## src/rtl/vic_pkg.sv

```systemverilog
package vic_pkg;
  localparam int BUS_W = 32;
  localparam int ADDR_W = 5;

  typedef enum logic [2:0] {
    SEL_STAT  = 3'd0,
    SEL_PEND  = 3'd1,
    SEL_EN    = 3'd2,
    SEL_ACK   = 3'd3,
    SEL_SETEN = 3'd4,
    SEL_CLREN = 3'd5,
    SEL_VEC   = 3'd6,
    SEL_MSTR  = 3'd7
  } reg_sel_e;

  localparam int MSTR_OUT_BIT = 0;
  localparam int MSTR_HW_BIT  = 1;
endpackage

```

## src/rtl/vic_src_capture.sv

```systemverilog
module vic_src_capture #(
  parameter int N_SRC = 32,
  parameter logic [N_SRC-1:0] EDGE_KIND = '0
) (
  input  logic             clk,
  input  logic             rst,
  input  logic [N_SRC-1:0] irq_in,
  input  logic             hw_on,
  input  logic [N_SRC-1:0] ack_i,
  output logic [N_SRC-1:0] status_o
);
  logic [N_SRC-1:0] in_q;
  logic [N_SRC-1:0] set_v;
  logic [N_SRC-1:0] status_q;
  logic             unused_inq;

  assign unused_inq = ^in_q;

  always_ff @(posedge clk) begin
    if (rst) in_q <= '0;
    else     in_q <= irq_in;
  end

  for (genvar i = 0; i < N_SRC; i++) begin : g_src
    if (EDGE_KIND[i]) begin : g_edge
      assign set_v[i] = hw_on & irq_in[i] & ~in_q[i];
    end else begin : g_lvl
      assign set_v[i] = hw_on & irq_in[i];
    end
  end

  always_ff @(posedge clk) begin
    if (rst) status_q <= '0;
    else     status_q <= (status_q & ~ack_i) | set_v;
  end

  assign status_o = status_q;

  // a new request wins against an acknowledge in the same cycle
  a_r9_set_wins: assert property (@(posedge clk) disable iff (rst)
    (set_v != '0) |=> ((status_q & $past(set_v)) == $past(set_v)));

  // acknowledged bits without a new request read zero afterwards
  a_r3_ack_clears: assert property (@(posedge clk) disable iff (rst)
    ((ack_i & ~set_v) != '0) |=> ((status_q & $past(ack_i & ~set_v)) == '0));

  // with inputs gated off no status bit can appear
  a_r4_hw_gate: assert property (@(posedge clk) disable iff (rst)
    !hw_on |=> ((status_q & ~$past(status_q)) == '0));
endmodule

```

## src/rtl/vic_prio_enc.sv

```systemverilog
module vic_prio_enc #(
  parameter int N_SRC = 32,
  localparam int IDX_W = (N_SRC > 1) ? $clog2(N_SRC) : 1
) (
  input  logic [N_SRC-1:0] pend_i,
  output logic             found_o,
  output logic [IDX_W-1:0] idx_o
);
  always_comb begin
    found_o = 1'b0;
    idx_o   = '0;
    for (int i = N_SRC - 1; i >= 0; i--) begin
      if (pend_i[i]) begin
        found_o = 1'b1;
        idx_o   = IDX_W'(i);
      end
    end
  end
endmodule

```

## src/rtl/irq_vec_ctrl.sv

```systemverilog
module irq_vec_ctrl
  import vic_pkg::*;
#(
  parameter int N_SRC = 32,
  parameter logic [N_SRC-1:0] EDGE_KIND = '0,
  localparam int IDX_W = (N_SRC > 1) ? $clog2(N_SRC) : 1
) (
  input  logic              clk,
  input  logic              rst,
  input  logic [ADDR_W-1:0] bus_addr,
  input  logic              bus_wr,
  input  logic [BUS_W-1:0]  bus_wdata,
  input  logic              bus_rd,
  output logic [BUS_W-1:0]  bus_rdata,
  input  logic [N_SRC-1:0]  irq_in,
  output logic              irq_out
);
  reg_sel_e         sel;
  logic [N_SRC-1:0] wmask;
  logic [N_SRC-1:0] en_q;
  logic [1:0]       mstr_q;
  logic [N_SRC-1:0] ack_v;
  logic [N_SRC-1:0] status;
  logic [N_SRC-1:0] pend;
  logic             enc_found;
  logic [IDX_W-1:0] enc_idx;
  logic [BUS_W-1:0] vec_val;
  logic [BUS_W-1:0] rd_mux;
  logic [BUS_W-1:0] rdata_q;
  logic             irq_q;
  logic             unused_bus;

  assign sel        = reg_sel_e'(bus_addr[4:2]);
  assign wmask      = bus_wdata[N_SRC-1:0];
  assign unused_bus = ^{bus_addr[1:0], bus_wdata};

  assign ack_v = (bus_wr && sel == SEL_ACK) ? wmask : '0;

  vic_src_capture #(.N_SRC(N_SRC), .EDGE_KIND(EDGE_KIND)) u_capture (
    .clk      (clk),
    .rst      (rst),
    .irq_in   (irq_in),
    .hw_on    (mstr_q[MSTR_HW_BIT]),
    .ack_i    (ack_v),
    .status_o (status)
  );

  always_ff @(posedge clk) begin
    if (rst) begin
      en_q   <= '0;
      mstr_q <= '0;
    end else if (bus_wr) begin
      case (sel)
        SEL_EN:    en_q   <= wmask;
        SEL_SETEN: en_q   <= en_q | wmask;
        SEL_CLREN: en_q   <= en_q & ~wmask;
        SEL_MSTR:  mstr_q <= bus_wdata[1:0];
        default:   ;
      endcase
    end
  end

  assign pend = status & en_q;

  vic_prio_enc #(.N_SRC(N_SRC)) u_enc (
    .pend_i  (pend),
    .found_o (enc_found),
    .idx_o   (enc_idx)
  );

  assign vec_val = enc_found ? BUS_W'(enc_idx) : '1;

  always_comb begin
    case (sel)
      SEL_STAT: rd_mux = BUS_W'(status);
      SEL_PEND: rd_mux = BUS_W'(pend);
      SEL_EN:   rd_mux = BUS_W'(en_q);
      SEL_VEC:  rd_mux = vec_val;
      SEL_MSTR: rd_mux = BUS_W'(mstr_q);
      default:  rd_mux = '0;
    endcase
  end

  always_ff @(posedge clk) begin
    if (rst) begin
      rdata_q <= '0;
      irq_q   <= 1'b0;
    end else begin
      if (bus_rd) rdata_q <= rd_mux;
      irq_q <= (mstr_q == 2'b11) && (pend != '0);
    end
  end

  assign bus_rdata = rdata_q;
  assign irq_out   = irq_q;

  // set-enable leaves every written one set in the enable register
  a_r2_set_en: assert property (@(posedge clk) disable iff (rst)
    (bus_wr && sel == SEL_SETEN) |=> ((en_q & $past(wmask)) == $past(wmask)));

  // clear-enable leaves every written one cleared
  a_r2_clr_en: assert property (@(posedge clk) disable iff (rst)
    (bus_wr && sel == SEL_CLREN) |=> ((en_q & $past(wmask)) == '0));

  // output only follows a cycle with both master bits on
  a_r4_out_gate: assert property (@(posedge clk) disable iff (rst)
    irq_out |-> ($past(mstr_q) == 2'b11));

  // encoder picks a pending bit with no lower pending bit
  a_r7_vec_lowest: assert property (@(posedge clk) disable iff (rst)
    enc_found |-> (pend[enc_idx] && ((pend & ((N_SRC'(1) << enc_idx) - N_SRC'(1))) == '0)));

  // write-only offsets read back zero
  a_r10_wo_read: assert property (@(posedge clk) disable iff (rst)
    (bus_rd && (sel == SEL_ACK || sel == SEL_SETEN || sel == SEL_CLREN)) |=> (bus_rdata == '0));
endmodule

```

## config.mk

```make
export PLATFORM = sky130hd
export DESIGN_NAME = irq_vec_ctrl
export DESIGN_NICKNAME = d
export VERILOG_FILES = /design/src/rtl/vic_pkg.sv /design/src/rtl/vic_src_capture.sv /design/src/rtl/vic_prio_enc.sv /design/src/rtl/irq_vec_ctrl.sv
export SDC_FILE = /design/constraint.sdc
export NUM_CORES = 1
export LEC_CHECK = 0
export ABC_AREA = 0
export BUFFER_PORTS_ARGS = -buffer_cell sky130_fd_sc_hd__buf_2
export CAP_MARGIN = 30
export CORE_MARGIN = 2
export CORE_UTILIZATION = 57
export DETAILED_ROUTE_END_ITERATION = 16
export PLACE_DENSITY = 0.83
export RECOVER_POWER = 25
export SYNTH_ARGS = -nofsm -noshare
export SYNTH_HDL_FRONTEND = slang
export SYNTH_SLANG_ARGS = --single-unit
```

## constraint.sdc

```tcl
create_clock -name clk -period 5.9 [get_ports clk]
set_clock_uncertainty 0.05 [all_clocks]
set_input_delay 0.59 -clock clk [delete_from_list [all_inputs] [get_ports clk]]
set_output_delay 0.59 -clock clk [all_outputs]
set_load 0.03 [all_outputs]
```

==> reports/results.ini <==
[status]
outcome = finished, violations left
violations = capacitance limit, slew limit

[hold_path]
hold_class = flop to flop

[worst_setup_path]
crit_fanout = 38
cp-end-kind = flop
start_kind = input pin
crit_type = input pin to flop
crit_arrival_ps = 3800
cp.required_ps = 6140

[cts]
clock_sinks = 99
cts.clk_slew.worst_paths_ps = 90
cts_max_path_buffers = 2
cts_tree = built
cts_buffers = 9
postCtsSetupRepairBufs = 0
cts.repair.resized = 0
worstSkewPairLatency_ps = 360
cts_hold_buffers = 0
ctsRootBufferMaster = clkbuf_8
htree_levels = 3

[floorplan]
start_util_pct = 59.3
core-area_sq_um = 8260
dieArea_sq_um = 9350
fp-row-count = 33
die_h_um = 96.7
ios = 106
die_w_um = 96.7

[synth]
ys_top_cells_by_count = 118 x nand2_1, 99 x dfxtp_1, 98 x nor2_1
synth.distinct_cells = 44
synth_seq_cells = 99
ys_warn_count = 0
synth-async-reset-ratio_pct = 0
yosys.area_share.simple_pct = 23.8
ys.flop_type = dfxtp_1
synth_top_area_cell = dfxtp_1
synth_area_leaders = dfxtp_1 40%, a22oi_1 12%, nand2_1 9.0%
synth.avg_cell_area_sq_um = 7.34
synth_edf_count = 0
seq_area_frac_synth_pct = 40.5
synthAdderAreaFrac_pct = 0
synth_nets = 740
synth_top_family_by_area = compound AO/OA/AOI/OAI gates
synth_mux_area_share_pct = 0
yosysTopAreaCellShare_pct = 40.5
synth_most_common_cell = nand2_1
mappedNetlistArea_sq_um = 4900
synth-compound-area-share_pct = 31.4
synth_xor_area_share_pct = 0
synthCells = 667

[sta]
slew_headroom_pct = -17.0
setup_violations = 0
fin_crit_sh_pct = 60.3
rsz0062_at_grt = no
worst_pin_slew_ps = 1750
hold_slack_ps = 397
hold_viol_final = 0
fin_setup_tns_ps = 0
layout_min_cycle_time_ps = 3560
clock.fmax_mhz = 281
drv_slew = 39

[route]
wire_per_inst_um = 16.4
ant_nets = 0
first_iter_violations = 542
viasPerCell = 6.23
drtPass1Iterations = 6
vias = 5304
remaining_drc_errors = 0
routed_wl_um = 14000

[final_layout]
diodes = 0
drive_above_1_share_pct = 13.1
fillerInstances = 752
final_nets = 818
fin_util_pct = 67.4
final_area_sq_um = 5570
area_growth_pct = 13.7

[grt]
grt_pass1_wl_um = 23400
track_usage_pct = 29.7
grt_pass1_vias = 4921
antenna_found_initial = 0
grt_overflow = 0
grt_max_degree = 73

[pwr]
power_density_nw_per_um2 = 220
leakagePower_uw = 0.00193
vdd_drop_max_mv = 0.165

[placed_design]
portBuffers = 103
postPlaceCellArea_sq_um = 5450
gp_congestion = 0.907
hpwl_um = 9380

[flow_run]
drv_cap = 1

==> stage by stage <==
| stage | instances | setup slack, ps | total power [uW] |
|---|---|---|---|
| global placement | 837 | 2810 | 855 |
| detailed placement | 839 | 2740 | 863 |
| finish | 852 | 2340 | 1220 |
| global route | 852 | 2130 | 1280 |
| floorplan | 667 | 3660 | 802 |
| CTS | 852 | 3110 | 1230 |
==> layout by cell type (no fill, tap or decap), types with 2 or more instances in the layout <==
master,n
a32o_1,3
nand4_1,3
nand3_1,5
a22o_1,5
inv_1,6
clkinvlp_4,2
dfxtp_1,99
nor2b_1,32
clkbuf_8,10
o2111ai_1,3
and3_1,3
nand2b_1,3
o211ai_1,2
nor2_1,95
a21o_1,2
a32oi_1,3
o21ai_1,20
buf_4,8
o22ai_1,2
a22oi_1,77
nand2_1,118
a211oi_1,3
a31oi_1,2
clkbuf_1,34
a21oi_1,37
buf_2,70
buf_8,2
o21ai_0,76
and2_1,2
nor2_2,3
==> worst max-delay path: stages <==
cell and delay (ps):
clkbuf_1 1240, nor2b_1 250, buf_4 310, and3_1 290, nand4_1 220, nor2_4 620
nor2_1 120, o21ai_0 160
==> sequential cells by signal (all words and copies together), names as in the netlist <==
name / flops
bus_rdata: 32
en_q: 32
u_capture.status_o: 32
mstr_q: 2
irq_out: 1
==> layer usage <==
| layer | track usage [%] | part of all wire [%] | vias up |
|---|---|---|---|
| met5 | 0 | 0 | - |
| li1 | - | - | 2514 |
| met1 | 40.3 | 43 | 2476 |
| met2 | 46.7 | 46 | 289 |
| met4 | 9.64 | 1.8 | 0 |
| met3 | 7.15 | 9.6 | 25 |
==> where the power goes <==
part,switching (uW),internal (uW)
Clock,215,158
Sequential,17.3,685
Combinational,96.5,51.0
Total,329,894
==> worst paths after layout <==
path	start	slack, ps	to	depth (start not counted)
setup reg to reg	u_capture.status_o[27]	3330	bus_rdata[7]	6
setup / recovery	bus_addr[3]	2340	bus_rdata[7]	8
hold reg to reg	bus_rdata[23]	400	bus_rdata[23]	2
hold / removal	bus_rdata[23]	400	bus_rdata[23]	2
==> logic make-up after synthesis <==
family / count (synthesis)
AOI/OAI and AO/OA: 245
buffers and inverters: 52
DFF: 99
and+or+nand+nor: 271
==> final cells by class <==
cell class	instances	area (sq um)	share of cell area, %
clock buffer	11	141	2.54
clock inverter	2	15.0	0.270
inverter	6	22.5	0.404
multi-input combinational	516	2710	48.7
sequential	99	1980	35.6
tap	105	131	2.36
timing repair buffer	113	564	10.1
(Power assumes the default switching activity.)
